**src/rtl/bmdma_pkg.sv**
```systemverilog
package bmdma_pkg;
  localparam int ST_W = 8;
  localparam int B_ACT = 0;
  localparam int B_ERR = 1;
  localparam int B_IRQ = 2;
  localparam int B_AUXL = 3;
  localparam int B_AUXH = 4;
  localparam int B_CAP0 = 5;
  localparam int B_CAP1 = 6;

  typedef enum logic [1:0] {
    V_WAIT   = 2'd0,
    V_FAIL   = 2'd1,
    V_BUSRST = 2'd2,
    V_PIO    = 2'd3
  } verdict_e;
endpackage

```
**src/rtl/bmdma_status_reg.sv**
```systemverilog
module bmdma_status_reg
  import bmdma_pkg::*;
(
  input  logic            clk,
  input  logic            rst,
  input  logic            eng_active,
  input  logic            eng_err_evt,
  input  logic            eng_irq_evt,
  input  logic [1:0]      eng_aux,
  input  logic            reg_wr,
  input  logic [ST_W-1:0] reg_wdata,
  input  logic            unit_off_req,
  input  logic            unit_off_sel,
  output logic [ST_W-1:0] st_q
);
  logic [ST_W-1:0] st_d;
  logic [1:0]      cap_d;

  always_comb begin
    st_d = '0;
    st_d[B_ACT]  = eng_active;
    st_d[B_AUXL] = eng_aux[0];
    st_d[B_AUXH] = eng_aux[1];
    st_d[B_ERR]  = eng_err_evt | (st_q[B_ERR] & ~(reg_wr & reg_wdata[B_ERR]));
    st_d[B_IRQ]  = eng_irq_evt | (st_q[B_IRQ] & ~(reg_wr & reg_wdata[B_IRQ]));
    cap_d = reg_wr ? reg_wdata[B_CAP1:B_CAP0] : st_q[B_CAP1:B_CAP0];
    if (unit_off_req) cap_d[unit_off_sel] = 1'b0;
    st_d[B_CAP1:B_CAP0] = cap_d;
  end

  always_ff @(posedge clk) begin
    if (rst) st_q <= '0;
    else     st_q <= st_d;
  end


  act_follow_chk: assert property (@(posedge clk) disable iff (rst)
    eng_active |=> st_q[B_ACT]);

  err_set_chk: assert property (@(posedge clk) disable iff (rst)
    eng_err_evt |=> st_q[B_ERR]);

  unit0_off_chk: assert property (@(posedge clk) disable iff (rst)
    (unit_off_req && !unit_off_sel && !reg_wr) |=> (!st_q[B_CAP0] && st_q[B_CAP1] == $past(st_q[B_CAP1])));
endmodule

```
**src/rtl/bmdma_watchdog.sv**
```systemverilog
module bmdma_watchdog
  import bmdma_pkg::*;
#(
  parameter int TW = 16
) (
  input  logic            clk,
  input  logic            rst,
  input  logic            tick,
  input  logic [TW-1:0]   cfg_timeout,
  input  logic            xfer_start,
  input  logic            xfer_end,
  input  logic            drv_ready,
  input  logic            drv_drq,
  input  logic [ST_W-1:0] st,
  output logic            verdict_valid,
  output logic [1:0]      verdict,
  output logic            done_valid,
  output logic            done_ok
);
  logic          armed_q;
  logic          grace_q;
  logic [TW-1:0] cnt_q;
  logic          expire_c;
  logic          early_c;
  verdict_e      v_c;

  assign expire_c = ({1'b0, cnt_q} + 1'b1) >= {1'b0, cfg_timeout};
  assign early_c  = st[B_AUXL] & st[B_AUXH];

  always_comb begin
    if (grace_q)                    v_c = V_PIO;
    else if (early_c)               v_c = V_WAIT;
    else if (st[B_ERR])             v_c = V_FAIL;
    else if (st[B_ACT] | st[B_IRQ]) v_c = V_WAIT;
    else                            v_c = V_BUSRST;
  end

  always_ff @(posedge clk) begin
    if (rst) begin
      armed_q <= 1'b0;
      grace_q <= 1'b0;
      cnt_q <= '0;
      verdict_valid <= 1'b0;
      verdict <= V_WAIT;
      done_valid <= 1'b0;
      done_ok <= 1'b0;
    end else begin
      verdict_valid <= 1'b0;
      done_valid <= 1'b0;
      if (xfer_start) begin
        armed_q <= 1'b1;
        grace_q <= 1'b0;
        cnt_q <= '0;
      end else if (xfer_end) begin
        armed_q <= 1'b0;
        cnt_q <= '0;
        done_valid <= 1'b1;
        done_ok <= ~st[B_ERR] & drv_ready & ~drv_drq;
      end else if (armed_q && tick) begin
        if (expire_c) begin
          verdict_valid <= 1'b1;
          verdict <= v_c;
          cnt_q <= '0;
          if (v_c != V_WAIT) armed_q <= 1'b0;
          if (!early_c) grace_q <= 1'b1;
        end else begin
          cnt_q <= cnt_q + 1'b1;
        end
      end
    end
  end


  pio_needs_grace_chk: assert property (@(posedge clk) disable iff (rst)
    (verdict_valid && verdict == V_PIO) |-> $past(grace_q));

  disarm_chk: assert property (@(posedge clk) disable iff (rst)
    (verdict_valid && verdict != V_WAIT) |-> !armed_q);

  wait_rearm_chk: assert property (@(posedge clk) disable iff (rst)
    (verdict_valid && verdict == V_WAIT) |-> (armed_q && cnt_q == '0));

  end_beats_expiry_chk: assert property (@(posedge clk) disable iff (rst)
    xfer_end |=> (!verdict_valid && done_valid));
endmodule

```
**src/rtl/bmdma_status_wdog.sv**
```systemverilog
module bmdma_status_wdog
  import bmdma_pkg::*;
#(
  parameter int TW = 16
) (
  input  logic          clk,
  input  logic          rst,
  input  logic          eng_active,
  input  logic          eng_err_evt,
  input  logic          eng_irq_evt,
  input  logic [1:0]    eng_aux,
  input  logic          reg_wr,
  input  logic [7:0]    reg_wdata,
  input  logic          unit_off_req,
  input  logic          unit_off_sel,
  output logic [7:0]    status,
  input  logic          tick,
  input  logic [TW-1:0] cfg_timeout,
  input  logic          xfer_start,
  input  logic          xfer_end,
  input  logic          drv_ready,
  input  logic          drv_drq,
  output logic          verdict_valid,
  output logic [1:0]    verdict,
  output logic          done_valid,
  output logic          done_ok
);
  logic [ST_W-1:0] st_w;

  bmdma_status_reg u_status (
    .clk(clk), .rst(rst),
    .eng_active(eng_active), .eng_err_evt(eng_err_evt), .eng_irq_evt(eng_irq_evt),
    .eng_aux(eng_aux), .reg_wr(reg_wr), .reg_wdata(reg_wdata),
    .unit_off_req(unit_off_req), .unit_off_sel(unit_off_sel), .st_q(st_w)
  );

  bmdma_watchdog #(.TW(TW)) u_wdog (
    .clk(clk), .rst(rst), .tick(tick), .cfg_timeout(cfg_timeout),
    .xfer_start(xfer_start), .xfer_end(xfer_end),
    .drv_ready(drv_ready), .drv_drq(drv_drq), .st(st_w),
    .verdict_valid(verdict_valid), .verdict(verdict),
    .done_valid(done_valid), .done_ok(done_ok)
  );

  assign status = st_w;
endmodule

```
**config.mk**
```make
export PLATFORM = sky130hd
export DESIGN_NAME = bmdma_status_wdog
export DESIGN_NICKNAME = d
export VERILOG_FILES = /design/src/rtl/bmdma_pkg.sv /design/src/rtl/bmdma_status_reg.sv /design/src/rtl/bmdma_watchdog.sv /design/src/rtl/bmdma_status_wdog.sv
export SDC_FILE = /design/constraint.sdc
export NUM_CORES = 1
export LEC_CHECK = 0
export BUFFER_PORTS_ARGS = -buffer_cell sky130_fd_sc_hd__buf_2
export CAP_MARGIN = 0
export CORE_MARGIN = 3
export CORE_UTILIZATION = 51
export DETAILED_ROUTE_END_ITERATION = 16
export GPL_ROUTABILITY_DRIVEN = 0
export PLACE_DENSITY = 0.77
export SLEW_MARGIN = 20
export SYNTH_ARGS = -nofsm -noshare
export SYNTH_HDL_FRONTEND = slang
export SYNTH_SLANG_ARGS = --single-unit
```
**constraint.sdc**
```tcl
create_clock -name clk -period 8.8 [get_ports clk]
set_clock_uncertainty 0.1 [all_clocks]
set_input_delay 1.76 -clock clk [delete_from_list [all_inputs] [get_ports clk]]
set_output_delay 1.76 -clock clk [all_outputs]
set_load 0.05 [all_outputs]
```
==> flow_summary.ini <==
[outcome]
outcome = finished clean

[critical_path]
cpMaxStageDelayCell = o21ai_2
worstSetupPathType = input port to register
crit_path_frequent_cell = a21o_1
worstPathMaxFanout = 21
r2r-start = u_wdog.cnt_q[0]
cp.required_ps = 8890
endpoint_kind = register
cpPeakStageDelay_ps = 730
crit_family = compound AO/OA/AOI/OAI gates
arrival_ps = 4300
r2r_slack_ps = 4960
worstReg2RegEnd = u_wdog.cnt_q[7]
path_cells = buf_2 -> inv_1 -> ha_1 -> a21o_1 -> a21o_1 -> a221o_1 -> o21ai_2 -> nand3b_2 -> o211ai_1
start_kind = input port
rr_worst_depth = 11
worst-path-buf-inv = 2

[cts]
clock-sinks = 30
cts_buffers = 5
post_cts_buffers = 0
tritoncts = built
clk_pin_slew_ps = 60
htree_levels = 2
ctsHoldBuffers = 0
root_buffer = clkbuf_8
cts_max_path_buffers = 2
cts.repair.resized = 0
worst_skew_pair.late_latency_ps = 270

[synth]
synthFlopType = dfxtp_1
seq_area_frac_synth = 0.297
synth_seq_cells = 30
syn_area_um2 = 2020
avgSynthCellArea_um2 = 7.86
synth_edf_count = 0
async_flop_share = 0
ys_types = 44
synth_cells = 257
syn-num-nets = 313
yosysWarnings = 0

[worst_hold_path]
worstHoldStart = u_wdog.verdict[1]
hp-class = register to register
hold_depth = 2
worst_hold_path.endpoint = u_wdog.verdict[1]

[timing]
worst_slack_ps = 4590
setup_violations = 0
drv_slew = 0
fin_setup_tns_ps = 0
worst_pin_slew_ps = 939
final-hold-violation-count = 0
final.period_utilization = 0.478
period_minus_slack_ps = 4210
slew_headroom = 0.374
rsz0062_at_grt = no
max_freq_mhz = 238

[grt]
grt_pass1_wl_um = 7150
grt_max_degree = 22
grt_use_total = 0.199
grt-ovfl-total = 0
grt_pass1_vias = 1645
antenna_found_initial = 0

[placement]
hpwl_um = 3260
port_buffers = 46
place_ws_ps = 4310

[drt]
wire_per_inst_um = 12.6
remaining_drc_errors = 0
ant_nets = 0
vias = 1876
drt_pre_antenna_iters = 4
routed_wl_um = 4340
viasPerCell = 5.47
first_iter_violations = 127

[floorplanning]
die_h_um = 68.9
die_w_um = 68.9
initial_core_util = 0.539
io_pins = 52
rows = 22
core_um2 = 3740
dieArea_um2 = 4750

[layout]
most-common-layout-cells = buf_2, nand2_1, dfxtp_1
drive_above_1_share = 0.203
layout_commonest_cell = buf_2
final.fill_count = 347
layout.nets = 352
diodes = 0
syn2layout_area_growth_pct = 14.9

[power]
powerDensity_nw_per_um2 = 121
ir_drop_mv = 0.134
p_leak_nw = 1.04

[flow_run]
maxCapViolCount = 0
logic make-up after synthesis:
group                      after synthesis  share of synthesized area
AOI/OAI and AO/OA                       39                      0.143
xor gates and xnor gates                14                     0.0607
adders and majority gates               17                      0.105
buffers and inverters                   33                     0.0731
DFF                                     30                      0.297
muxes                                    3                     0.0149
other                                    1                    0.00186
and+or+nand+nor                        120                      0.304
power by group:
group	internal, W	switching (W)	total [W]
sequential	0.000138	0.00000165	0.000140
combinational	0.0000129	0.0000222	0.0000351
clock	0.0000601	0.0000451	0.000105
through the flow:
stage / instance area [um^2] / utilization / instances / hold WS (ps) / total power, W
after floorplan: 2020 / - / 257 / 345 / 0.000165
final: 2320 / 0.620 / 343 / 376 / 0.000280
after CTS: 2320 / 0.620 / 343 / 378 / 0.000284
after global routing: 2320 / 0.620 / 343 / 384 / 0.000295
after detailed placement: 2240 / 0.598 / 337 / 367 / 0.000178
after global placement: 2240 / 0.598 / 337 / 354 / 0.000178
worst register-to-register path, cell delays in order (launching register included):
cell      delay [ps]
dfxtp_1          430
ha_1             270
nand3_2          180
or2_1            380
xnor2_1          170
ha_1             290
nand4_1          120
nor2_1            60
a221o_1          330
o21ai_2          730
nand3b_2         420
o211ai_1         280
flip-flops by register name, indices dropped and copies added, names as in the netlist:
signal and cells:
u_wdog.done_ok 1, u_wdog.cnt_q 16, u_wdog.grace_q 1, u_wdog.verdict_valid 1, u_wdog.done_valid 1, u_wdog.armed_q 1
u_status.st_q 7, u_wdog.verdict 2
routing by layer:
| metal | track usage | vias up | part of all wire |
|---|---|---|---|
| met3 | 0.0502 | 6 | 0.051 |
| met1 | 0.270 | 853 | 0.46 |
| met4 | 0.0560 | 0 | 0.010 |
| met5 | 0 | - | 0 |
| li1 | - | 973 | - |
| met2 | 0.311 | 44 | 0.48 |
worst max-delay path by stage:
stage,from,endpoint,slack (ps),cells after the start
floorplan,cfg_timeout[6],u_wdog.cnt_q[14],5110,10
global placement,cfg_timeout[6],u_wdog.cnt_q[2],4340,9
detailed placement,cfg_timeout[6],u_wdog.cnt_q[7],4310,9
CTS,cfg_timeout[6],u_wdog.cnt_q[7],4600,9
global route,cfg_timeout[6],u_wdog.cnt_q[8],4400,9
finish,cfg_timeout[6],u_wdog.cnt_q[7],4590,9
cell type report:
type,count,area [um^2],share of cell area
inverter,18,67.6,0.0291
sequential,30,601,0.259
timing repair buffer,47,238,0.102
multi-input combinational,194,1270,0.548
tap,48,60.1,0.0259
clock buffer,6,82.6,0.0356
synthesized netlist by cell type, types with 2 or more instances:
library cell	number	area share
clkbuf_1	6	0.011
nand2b_1	3	0.0093
buf_4	3	0.011
mux2i_1	3	0.015
inv_1	18	0.033
nand2_1	36	0.067
ha_1	17	0.11
nor2b_1	5	0.015
dfxtp_1	30	0.30
xnor2_1	10	0.043
a211oi_1	2	0.0074
nand4_1	20	0.062
nor3_1	6	0.015
and2_1	4	0.012
a21o_1	3	0.011
nor2_1	22	0.041
nand3_1	8	0.020
or3_1	5	0.015
buf_2	4	0.0099
xor2_1	4	0.017
o211ai_1	10	0.037
o21ai_0	5	0.012
a21oi_1	12	0.030
No activity file was read; power rests on OpenSTA's default activity.
